`config.mk`:
```
export PLATFORM = sky130hd
export DESIGN_NAME = hbus_wr_slave
export DESIGN_NICKNAME = d
export VERILOG_FILES = /design/src/rtl/hbus_wr_slave.sv
export SDC_FILE = /design/constraint.sdc
export NUM_CORES = 1
export LEC_CHECK = 0
export BUFFER_PORTS_ARGS = -buffer_cell sky130_fd_sc_hd__buf_4
export CAP_MARGIN = 25
export CORE_ASPECT_RATIO = 0.9
export CORE_UTILIZATION = 55
export CTS_CLUSTER_DIAMETER = 40
export DETAILED_ROUTE_END_ITERATION = 16
export PLACE_DENSITY_LB_ADDON = 0.08
export RECOVER_POWER = 100
export SLEW_MARGIN = 0
export SYNTH_ARGS = -nofsm -noshare
export SYNTH_HDL_FRONTEND = slang
export SYNTH_SLANG_ARGS = --single-unit
```
`constraint.sdc`:
```
create_clock -name clk -period 2.15 [get_ports clk]
set_input_delay 0.1075 -clock clk [delete_from_list [all_inputs] [get_ports clk]]
set_output_delay 0.1075 -clock clk [all_outputs]
set_load 0.1 [all_outputs]
```
`src/rtl/hbus_wr_slave.sv`:
```
module hbus_wr_slave #(
  parameter int ADDR_W      = 15,
  parameter int DATA_W      = 8,
  parameter int WAIT_CYCLES = 2,
  parameter int REG_BASE    = 'h0000,
  parameter int REG_SIZE    = 16,
  parameter int MSG_BASE    = 'h0400,
  parameter int MSG_SIZE    = 64,
  parameter int TXC_BASE    = 'h0800,
  parameter int TXC_SIZE    = 16,
  parameter int RXC_BASE    = 'h0C00,
  parameter int RXC_SIZE    = 16,
  localparam int REG_AW = $clog2(REG_SIZE),
  localparam int MSG_AW = $clog2(MSG_SIZE),
  localparam int TXC_AW = $clog2(TXC_SIZE),
  localparam int RXC_AW = $clog2(RXC_SIZE)
) (
  input  logic              clk,
  input  logic              rst_n,
  input  logic              cs_n,
  input  logic              rw_n,
  input  logic              we_n,
  input  logic [ADDR_W-1:0] addr,
  input  logic [DATA_W-1:0] wdata,
  output logic              rdy,
  input  logic [REG_AW-1:0] reg_rb_addr,
  output logic [DATA_W-1:0] reg_rb_data,
  input  logic [MSG_AW-1:0] msg_rb_addr,
  output logic [DATA_W-1:0] msg_rb_data,
  input  logic [TXC_AW-1:0] txc_rb_addr,
  output logic [DATA_W-1:0] txc_rb_data,
  input  logic [RXC_AW-1:0] rxc_rb_addr,
  output logic [DATA_W-1:0] rxc_rb_data
);
  localparam int CW = $clog2(WAIT_CYCLES + 1) + 1;
  localparam logic [CW-1:0] WAIT_N = CW'(WAIT_CYCLES);
  localparam logic [ADDR_W-1:0] REG_B = ADDR_W'(REG_BASE);
  localparam logic [ADDR_W-1:0] MSG_B = ADDR_W'(MSG_BASE);
  localparam logic [ADDR_W-1:0] TXC_B = ADDR_W'(TXC_BASE);
  localparam logic [ADDR_W-1:0] RXC_B = ADDR_W'(RXC_BASE);
  localparam logic [ADDR_W-1:0] REG_N = ADDR_W'(REG_SIZE);
  localparam logic [ADDR_W-1:0] MSG_N = ADDR_W'(MSG_SIZE);
  localparam logic [ADDR_W-1:0] TXC_N = ADDR_W'(TXC_SIZE);
  localparam logic [ADDR_W-1:0] RXC_N = ADDR_W'(RXC_SIZE);

  typedef enum logic [1:0] {PH_IDLE, PH_WAIT, PH_DONE} phase_t;

  phase_t          phase;
  logic [CW-1:0]   cnt;
  logic [DATA_W-1:0] reg_mem [REG_SIZE];
  logic [DATA_W-1:0] msg_mem [MSG_SIZE];
  logic [DATA_W-1:0] txc_mem [TXC_SIZE];
  logic [DATA_W-1:0] rxc_mem [RXC_SIZE];

  wire released = cs_n | we_n;
  wire start    = (phase == PH_IDLE) & ~cs_n & ~rw_n & ~we_n;
  wire commit   = (phase == PH_WAIT) & ~released & (cnt == WAIT_N);

  wire [ADDR_W-1:0] reg_off = addr - REG_B;
  wire [ADDR_W-1:0] msg_off = addr - MSG_B;
  wire [ADDR_W-1:0] txc_off = addr - TXC_B;
  wire [ADDR_W-1:0] rxc_off = addr - RXC_B;

  wire reg_hit = reg_off < REG_N;
  wire msg_hit = !reg_hit && (msg_off < MSG_N);
  wire txc_hit = !reg_hit && !msg_hit && (txc_off < TXC_N);
  wire rxc_hit = !reg_hit && !msg_hit && !txc_hit && (rxc_off < RXC_N);

  always_ff @(posedge clk or negedge rst_n) begin
    if (!rst_n) begin
      phase <= PH_IDLE;
      cnt   <= '0;
      rdy   <= 1'b0;
    end else begin
      case (phase)
        PH_IDLE: if (start) begin
          phase <= PH_WAIT;
          cnt   <= CW'(1);
        end
        PH_WAIT: begin
          if (released) phase <= PH_IDLE;
          else if (commit) begin
            phase <= PH_DONE;
            rdy   <= 1'b1;
          end else cnt <= cnt + CW'(1);
        end
        PH_DONE: if (released) begin
          phase <= PH_IDLE;
          rdy   <= 1'b0;
        end
        default: phase <= PH_IDLE;
      endcase
    end
  end

  always_ff @(posedge clk or negedge rst_n) begin
    if (!rst_n) begin
      for (int i = 0; i < REG_SIZE; i++) reg_mem[i] <= '0;
      for (int i = 0; i < MSG_SIZE; i++) msg_mem[i] <= '0;
      for (int i = 0; i < TXC_SIZE; i++) txc_mem[i] <= '0;
      for (int i = 0; i < RXC_SIZE; i++) rxc_mem[i] <= '0;
    end else if (commit) begin
      if (reg_hit) reg_mem[reg_off[REG_AW-1:0]] <= wdata;
      if (msg_hit) msg_mem[msg_off[MSG_AW-1:0]] <= wdata;
      if (txc_hit) txc_mem[txc_off[TXC_AW-1:0]] <= wdata;
      if (rxc_hit) rxc_mem[rxc_off[RXC_AW-1:0]] <= wdata;
    end
  end

  assign reg_rb_data = reg_mem[reg_rb_addr];
  assign msg_rb_data = msg_mem[msg_rb_addr];
  assign txc_rb_data = txc_mem[txc_rb_addr];
  assign rxc_rb_data = rxc_mem[rxc_rb_addr];
endmodule

```
==> summary.md, run 1 <==
| Metric | Value |
|---|---|
| Clock share of power | `0.535` |
| Sequential share of power | `0.414` |
| Top FF cell, synth | `dfrtp_1` |
| Vias in the first global route | `27313` |
| Fin. Hold Viols | `0` |
| Top cells by count, synth | `dfrtp_1 (902), mux2_2 (902), mux4_2 (241), clkbuf_1 (132), nand2_1 (52)` |
| Placed cell area | `0.0460 sq mm` |
| Worst path required time | `2040 ps` |
| Syn Area/Cell | `16.1 sq um` |
| Largest net degree at the start of global routing | `87` |
| Buffers on Ports | `78` |
| Multi-input gate area | `0.0210 sq mm` |
| Tmin final | `2840 ps` |
| Mapped Cells | `2584` |
| CP cell instances | `mux4_2, mux2_4, a22o_1, o31ai_2, buf_4, nand2_4, buf_12` |
| Chip Width | `292 um` |
| First-pass GRT wire length | `170000 um` |
| Post-Syn Area | `0.0416 sq mm` |
| Net Count, Synth | `2634` |
| Layout Area Growth over Synthesis | `30.0%` |
| Crit path arrival time | `2730 ps` |
| Min Hold Slack | `66.9 ps` |
| Slowest cell on crit path | `mux4_2` |
| Row cnt | `95` |
| Max_cap viols | `1` |
| Violated checks | `max-capacitance violations, max-slew violations, negative setup slack` |
| Clock Latency Late Sink | `700 ps` |
| Clock tree buffer depth | `3` |
| Asr flop ratio synth | `1.00` |
| Initial antenna violation count | `1` |
| CP delay by family, top | `multiplexers` |
| Critical path buffer and inverter count | `2` |
| Nets | `2974` |
| Status | `complete, but fails checks` |
| CTS tree | `done` |
| Worst Setup End Kind | `output port` |
| LEAKAGE | `25.9 nW` |
| CTS sink cnt | `902` |
| Worst-Margin Slew | `1620 ps` |
| Die ar. | `0.0768 sq mm` |
| Fillers | `4522` |
| GRT overflow | `0` |
| Post-synthesis register bit count | `902` |
| Via count | `24895` |
| Total Routing Usage GR | `0.294` |
| Reg area | `0.0226 sq mm` |
| Power per standard cell area | `760 mW/mm^2` |
| Starting DRC count in detailed routing | `1613` |
| Hold crit path type | `in2reg` |
| 1st-pass router iterations | `5` |
| Max rail drop VDD | `0.719 mV` |
| Top-level I/O count | `79` |
| Place WS | `-332 ps` |
| Crit path kind | `reg2out` |
| WL final | `111000 um` |
| Detail Route Antenna Nets | `0` |
| Final period util | `1.32` |
| Crit path launch type | `flop` |
| Comb power frac | `0.052` |
| Warnings, synthesis | `0` |
| Routed len/inst | `27.7 um` |
| Non-Filler Instances | `3997` |
| Core box area | `0.0748 sq mm` |
| Max Fanout on Critical Path | `2` |
| Post-synth EDFFs | `0` |
| Final worst slack | `-691 ps` |
| CP peak stage delay | `490 ps` |
| Post-synth top area share | `0.542` |
| Setup-violating endpoint count in the final report | `923` |
| Hpwl dp | `68800 um` |
| Htree depth | `4` |
| Switching pwr | `0.00950 W` |
| Fin. max-slew vios | `16` |
| CTS Buf Count | `133` |
| Layout cells sized above 1 | `0.635` |
| Largest cells by area after synthesis | `dfrtp_1 (54%), mux2_2 (24%), mux4_2 (13%)` |
| Switching Share | `0.231` |
| Design Area, Final | `0.0541 sq mm` |
| Placed cells | `3697` |
| Layout Skew | `20.2 ps` |
| Upper clock frequency limit | `0.352 GHz` |
| Antenna Cells | `0` |
| Post-route DRC | `0` |
| Routability Congestion | `0.839` |
| RSZ-0062 raised after global routing | `yes` |
| Yosys cell types | `55` |
| Clk slew on worst S/H paths | `60 ps` |
| Root buffer cell | `clkbuf_16` |
| Sequential-to-total area share from yosys stat | `0.542` |
| Yosys top cell by area | `dfrtp_1` |
| Pint | `0.0316 W` |
| Starting Density | `0.557` |
| Slew HR | `-0.0803` |
| Routed vias/inst | `6.23` |
| Die Y | `263 um` |
-- power groups by stage --
| stage | registers, W | clock network [W] | logic, W |
|---|---|---|---|
| 5_1_grt | 0.0170 | 0.0231 | 0.00227 |
| 4_1_cts | 0.0170 | 0.0223 | 0.00214 |
| 6_report | 0.0170 | 0.0220 | 0.00212 |
| 2_1_floorplan | 0.0173 | 0 | 0.000899 |
| 3_3_place_gp | 0.0173 | 0 | 0.00197 |
| 3_5_place_dp | 0.0173 | 0 | 0.00201 |
-- layout make-up --
cell class | count | area share
well taps | 970 | 0.0224
repair buffers | 391 | 0.0884
clock buffers | 161 | 0.0682
clock inverters | 77 | 0.0158
flip-flops and latches | 902 | 0.417
inverters | 3 | 0.000208
multi-input cells | 1493 | 0.388
-- stage by stage --
step                      total power (W)  setup TNS (ps)   util
after CTS                          0.0414         -125540  0.710
final                              0.0411         -130560  0.724
after global placement             0.0193          -77620  0.615
after detailed placement           0.0193          -94550  0.615
after global routing               0.0423         -227780  0.724
after floorplan                    0.0182          -12640      -
-- routing by layer --
metal,global-route usage,wire [um],vias to the layer above
li1,-,-,10392
met1,0.417,48600,13640
met2,0.457,53400,680
met3,0.0581,5930,181
met4,0.0984,2790,2
met5,0,7,-
-- worst register-to-register path, stage by stage (launching register included) --
cell	delay, ps
dfrtp_1	380
inv_1	70
ha_1	140
nand4bb_1	180
clkbuf_1	170
nor2_1	200
buf_6	140
o2111ai_4	140
buf_12	200
buf_12	140
nor2_4	120
buf_12	150
mux2_4	310
-- placed cells by master, fill, tap and decap left out, types with 5 or more instances in the layout --
| cell | netlist | layout |
|---|---|---|
| inv_6 | 0 | 12 |
| nand2_4 | 10 | 17 |
| bufinv_16 | 0 | 14 |
| buf_12 | 0 | 123 |
| mux2_4 | 0 | 513 |
| buf_8 | 0 | 6 |
| buf_4 | 3 | 175 |
| clkinv_2 | 0 | 26 |
| clkbuf_8 | 0 | 13 |
| nor2_4 | 10 | 51 |
| mux2_2 | 902 | 399 |
| clkbuf_1 | 132 | 12 |
| dlygate4sd3_1 | 0 | 7 |
| a21oi_1 | 14 | 12 |
| nor2_8 | 20 | 20 |
| nand2_2 | 0 | 6 |
| o221ai_1 | 8 | 8 |
| clkbuf_16 | 0 | 139 |
| clkinv_4 | 0 | 6 |
| nor3_1 | 9 | 9 |
| mux4_2 | 241 | 241 |
| or2_4 | 0 | 5 |
| nor2b_1 | 7 | 7 |
| nor2_1 | 17 | 17 |
| a22oi_1 | 7 | 6 |
| o21ai_0 | 10 | 6 |
| nand2_8 | 0 | 20 |
| nand3_1 | 11 | 11 |
| buf_6 | 3 | 59 |
| nand2_1 | 52 | 19 |
| mux2i_1 | 32 | 27 |
| clkinvlp_4 | 0 | 18 |
| o22ai_1 | 19 | 17 |
| clkbuf_2 | 0 | 8 |
| clkbuf_4 | 0 | 5 |
| nand2b_1 | 7 | 7 |
| dfrtp_1 | 902 | 902 |
-- sequential cells by signal (all words and copies together) (netlist names) --
name and cells:
cnt 3, txc_mem 128, reg_mem 128, msg_mem 512, rxc_mem 128, rdy 1
phase 2
-- logic make-up after synthesis --
group,after synthesis,share of synthesized area
AO/OA/AOI/OAI,83,0.0135
multiplexers,1185,0.385
AND/OR/NAND/NOR,219,0.0390
flip-flops,902,0.542
adder cells (fa/ha/maj),4,0.00120
XOR/XNOR,2,0.000421
buffers and inverters,189,0.0187
-- timing repair --
| action | in CTS | in global routing |
|---|---|---|
| buffers inserted | 32 | 23 |
| gates resized for setup | 486 | 286 |
| hold endpoints to repair | 769 | 0 |
| pin swaps | 52 | 65 |
| setup endpoints to repair | 895 | 930 |
| cloned | 7 | 0 |
| hold buffers | 8 | 0 |
-- worst paths after layout --
kind                        startpoint        endpoint  slack, ps  cells after the start
min                           wdata[4]     reg_mem[60]         70                      2
max reg2reg                     cnt[0]     rxc_mem[58]       -290                     12
max                        msg_mem[71]  msg_rb_data[7]       -690                      7
min in group asynchronous        rst_n     txc_mem[36]       1120                      3
max in group asynchronous        rst_n     reg_mem[42]          0                      4
min reg2reg                 reg_mem[2]      reg_mem[2]        500                      1
(Power assumes the default switching activity.)
==> run 2, diff against run 1 <==
- BUFFER_PORTS_ARGS: -buffer_cell sky130_fd_sc_hd__buf_4 -> -buffer_cell sky130_fd_sc_hd__buf_2
- CTS_CLUSTER_DIAMETER: 40 -> 60
- MAX_ROUTING_LAYER: not set -> met4
==> run 2 against run 1 <==
Net effect: the run still ends with max-capacitance violations, max-slew violations, negative setup slack left; die area stayed put; worst setup slack better by 100 ps; wire length decreased by 0.33%.
==> summary.md, run 2 (synthesis gave the netlist of run 1 again) <==
| Metric | Value |
|---|---|
| CTS tree | `done` |
| Initial antenna violation count | `5` |
| Max_cap viols | `3` |
| Layout cells sized above 1 | `0.613` |
| RSZ-0062 raised after global routing | `yes` |
| Total power | `0.0356 W` |
| Fin. max-slew vios | `188` |
| Slew HR | `-0.0380` |
| Status | `complete, but fails checks` |
| Top-level I/O count | `79` |
| Chip Width | `292 um` |
| Crit path arrival time | `2630 ps` |
| Design Area, Final | `0.0527 sq mm` |
| Max Fanout on Critical Path | `2` |
| Layout Area Growth over Synthesis | `26.5%` |
| Worst path required time | `2040 ps` |
| Hold crit path type | `in2reg` |
| Starting DRC count in detailed routing | `1459` |
| Final worst slack | `-589 ps` |
| LEAKAGE | `25.0 nW` |
| Vias in the first global route | `26922` |
| 1st-pass router iterations | `5` |
| Layout Skew | `21.4 ps` |
| CTS sink cnt | `902` |
| Power per standard cell area | `676 mW/mm^2` |
| WL final | `110000 um` |
| Fillers | `4754` |
| Worst Setup End Kind | `output port` |
| Clock tree buffer depth | `3` |
| Min Hold Slack | `135 ps` |
| Root buffer cell | `clkbuf_16` |
| R2R Setup Slk | `-270 ps` |
| Violated checks | `max-capacitance violations, max-slew violations, negative setup slack` |
| Starting Density | `0.557` |
| First-pass GRT wire length | `173000 um` |
| Max reg flops | `512` |
| Nets | `2913` |
| Placed cells | `3704` |
| Final period util | `1.27` |
| Placed cell area | `0.0460 sq mm` |
| Slowest cell on crit path | `mux4_2` |
| Buffers on Ports | `78` |
| Total Routing Usage GR | `0.305` |
| Routability Congestion | `0.854` |
| Crit path kind | `reg2out` |
| Detail Route Antenna Nets | `0` |
| CP peak stage delay | `490 ps` |
| Die ar. | `0.0768 sq mm` |
| CTS Buf Count | `94` |
| Tmin final | `2740 ps` |
| GRT overflow | `0` |
| Routed len/inst | `28.2 um` |
| Clk slew on worst S/H paths | `60 ps` |
| Routed vias/inst | `6.26` |
| CP cell instances | `mux4_2, mux2_4, a22o_1, o31ai_4, buf_6, nand2_4, buf_12` |
| Htree depth | `3` |
| Reg with most FFs | `msg_mem` |
| Non-Filler Instances | `3911` |
| Via count | `24465` |
| Setup-violating endpoint count in the final report | `812` |
| Crit path launch type | `flop` |
| Leading cell type in the layout, fill and taps excluded | `dfrtp_1` |
| Clock Latency Late Sink | `650 ps` |
| Upper clock frequency limit | `0.365 GHz` |
| Row cnt | `95` |
| Die Y | `263 um` |
| Fin. Hold Viols | `0` |
| Core box area | `0.0748 sq mm` |
| Worst-Margin Slew | `1560 ps` |
| Max rail drop VDD | `0.511 mV` |
| Commonest cells after routing, fill and taps aside | `dfrtp_1 (902), mux2_4 (616), mux2_2 (295)` |
| Hpwl dp | `68000 um` |
| Post-route DRC | `0` |
| Largest net degree at the start of global routing | `125` |
-- run 2: layout make-up --
class / instances / area [sq um] / area share
Antenna cell: 3 / 7.51 / 0.000143
Clock buffer: 147 / 2880 / 0.0546
Clock inverter: 24 / 268 / 0.00508
Inverter: 3 / 11.3 / 0.000214
Multi-Input combinational cell: 1493 / 21300 / 0.405
Sequential cell: 902 / 22600 / 0.429
Tap cell: 970 / 1210 / 0.0230
Timing Repair Buffer: 369 / 4380 / 0.0831
-- run 2: critical path, delay by kind of cell (launching register included) --
family	cells	cell delay (ps)
muxes	2	780
AOI/OAI and AO/OA	2	480
DFF	1	380
buffers and inverters	2	300
and+or+nand+nor	1	50
-- run 2: power by group --
part | internal [W] | switching (W)
Clock | 0.00977 | 0.00676
Combinational | 0.000641 | 0.00145
Sequential | 0.0170 | 0.00000603
Total | 0.0274 | 0.00822
-- run 2: final timing paths --
path,depth (start not counted),from,endpoint
setup / recovery,7,msg_mem[199],msg_rb_data[7]
hold / removal,2,wdata[2],msg_mem[42]
hold reg to reg,1,msg_mem[234],msg_mem[234]
min in group asynchronous,3,rst_n,rxc_mem[51]
max in group asynchronous,4,rst_n,reg_mem[29]
setup reg to reg,11,cnt[0],msg_mem[79]
-- run 2: timing repair --
action,CTS,global route
hold buffers,7,0
hold endpoints to repair,791,0
buffers inserted,18,12
pin swaps,82,66
setup endpoints to repair,898,930
gates cloned,6,0
resized for setup,792,70
-- run 2: metal layers --
metal | up-vias | wire length, um | global-route usage
met5 | - | 0 | -
met4 | 0 | 3040 | 0.0927
met3 | 174 | 4910 | 0.0488
met2 | 605 | 52500 | 0.459
met1 | 13443 | 49900 | 0.433
li1 | 10243 | - | -
-- run 2: metrics by stage --
step	util	setup TNS, ps	worst slack, ps
CTS	0.703	-169830	-711
detailed placement	0.615	-121130	-367
global placement	0.615	-73720	-342
floorplan	-	-12640	-78.9
global route	0.704	-215540	-663
finish	0.704	-127590	-589
==> run 3, diff against run 2 <==
- GPL_ROUTABILITY_DRIVEN: not set -> 0
- clock period: 2.15 -> 3 ns (I/O delays scaled with it)
==> run 3 against run 2 <==
Net effect: the flow finishes with violations (max-capacitance violations, max-slew violations); combinational power is 38% lower; sequential power decreased by 28%; wire length is 8.1% lower; critical path type unchanged; highest routed layer unchanged.
==> summary.md, run 3 (synthesis gave the netlist of run 1 again) <==
| Metric | Value |
|---|---|
| Layout Skew | `20.0 ps` |
| Fin. Hold Viols | `0` |
| Total negative setup slack | `0 ps` |
| Crit path launch type | `flop` |
| CTS sink cnt | `902` |
| Worst Setup End Kind | `output port` |
| Vias in the first global route | `25151` |
| Clock tree buffer depth | `3` |
| RSZ-0062 raised after global routing | `no` |
| Top-level I/O count | `79` |
| Worst-Margin Slew | `2280 ps` |
| First-pass GRT wire length | `159000 um` |
| Largest net degree at the start of global routing | `113` |
| Non-Filler Instances | `3750` |
| Fin. max-slew vios | `71` |
| Detail Route Antenna Nets | `0` |
| Initial antenna violation count | `8` |
| Max_cap viols | `1` |
| Chip Width | `292 um` |
| R2R Setup Slk | `250 ps` |
| Routed vias/inst | `6.22` |
| Worst path required time | `2850 ps` |
| CTS Buf Count | `95` |
| Reg with most FFs | `msg_mem` |
| Placed cells | `3564` |
| Commonest cells after routing, fill and taps aside | `mux2_2 (902), dfrtp_1 (902), mux4_2 (241)` |
| Buffers on Ports | `78` |
| WL final | `101000 um` |
| Max reg flops | `512` |
| Violated checks | `max-capacitance violations, max-slew violations` |
| Clock Latency Late Sink | `650 ps` |
| LEAKAGE | `22.6 nW` |
| Post-CTS Setup Repair Bufs | `0` |
| Layout Area Growth over Synthesis | `12.4%` |
| Die Y | `263 um` |
| Tmin final | `2930 ps` |
| Hpwl dp | `65800 um` |
| Htree depth | `3` |
| Row cnt | `95` |
| Nets | `2747` |
| GRT overflow | `0` |
| Starting DRC count in detailed routing | `1405` |
| Crit path kind | `reg2out` |
| Hold crit path type | `in2reg` |
| CTS tree | `done` |
| Status | `complete, but fails checks` |
| Post-route DRC | `0` |
| Routed len/inst | `27.0 um` |
| Core box area | `0.0748 sq mm` |
| Starting Density | `0.557` |
| Total Routing Usage GR | `0.282` |
| Clk slew on worst S/H paths | `60 ps` |
| Via count | `23326` |
| Root buffer cell | `clkbuf_16` |
| Max rail drop VDD | `0.424 mV` |
| Max Fanout on Critical Path | `2` |
| Crit path arrival time | `2780 ps` |
| Die ar. | `0.0768 sq mm` |
| Upper clock frequency limit | `0.341 GHz` |
| Layout cells sized above 1 | `0.555` |
| Final period util | `0.977` |
| Setup-violating endpoint count in the final report | `0` |
| Slew HR | `-0.522` |
| 1st-pass router iterations | `5` |
| Power per standard cell area | `559 mW/mm^2` |
run 3: cell count changes in the layout (fill, tap and decap cells not counted), moves of 39 or more:
cell,delta
buf_12,-89
nor2_2,+39
buf_6,-39
mux2_2,+607
nor2_4,-42
mux2_4,-616
buf_4,-71
run 3: path summary, 6_finish.rpt:
path | to | depth (start not counted) | startpoint
setup / recovery | msg_rb_data[1] | 6 | msg_mem[193]
hold / removal | msg_mem[447] | 2 | wdata[7]
setup reg to reg | txc_mem[17] | 9 | cnt[0]
hold reg to reg | rxc_mem[71] | 1 | rxc_mem[71]
max in group asynchronous | msg_mem[194] | 4 | rst_n
min in group asynchronous | txc_mem[49] | 2 | rst_n
run 3: metrics by stage:
stage / util / hold slack (ps) / total power (W) / setup WS, ps / cell area, sq um
global route: 0.626 / 151 / 0.0270 / 2.37 / 46800
finish: 0.626 / 156 / 0.0262 / 67.5 / 46800
global placement: 0.586 / 195 / 0.0137 / 180 / 43800
floorplan: - / -146 / 0.0130 / 433 / 41600
detailed placement: 0.587 / 205 / 0.0137 / 196 / 43900
CTS: 0.634 / 104 / 0.0265 / 13.5 / 47400
run 3: routing by layer:
layer / global-route usage / wire (um)
met1: 0.392 / 45200
met2: 0.435 / 49100
met3: 0.0432 / 4360
met4: 0.0811 / 2740
met5: - / 0
run 3: area by class of cell:
| cell class | count | area [sq um] |
|---|---|---|
| clock buffer | 141 | 2880 |
| clock inverter | 36 | 561 |
| tap | 970 | 1210 |
| sequential | 902 | 22600 |
| multi-input combinational | 1493 | 18000 |
| antenna | 3 | 7.51 |
| inverter | 3 | 11.3 |
| fill | 5492 | 28000 |
| timing repair buffer | 202 | 1610 |
run 3: power breakdown:
| group | total, W | internal [W] | leakage, nW | switching, W |
|---|---|---|---|---|
| combinational | 0.00130 | 0.000347 | 8.31 | 0.000953 |
| clock | 0.0127 | 0.00783 | 1.68 | 0.00487 |
| sequential | 0.0122 | 0.0122 | 12.6 | 0.00000541 |
run 3: what timing repair did:
| item | in CTS | in global routing |
|---|---|---|
| resized for setup | 10 | 2 |
| pin swaps | 0 | 0 |
| hold endpoints to repair | 64 | 0 |
| setup endpoints to repair | 4 | 2 |
| hold buffers | 6 | 0 |
run 3: critical path: stages, from the launching register on:
cell and delay (ps):
dfrtp_1 380, mux4_2 490, mux2_2 290, a22o_1 270, o31ai_4 280, nand2_1 160, buf_4 260
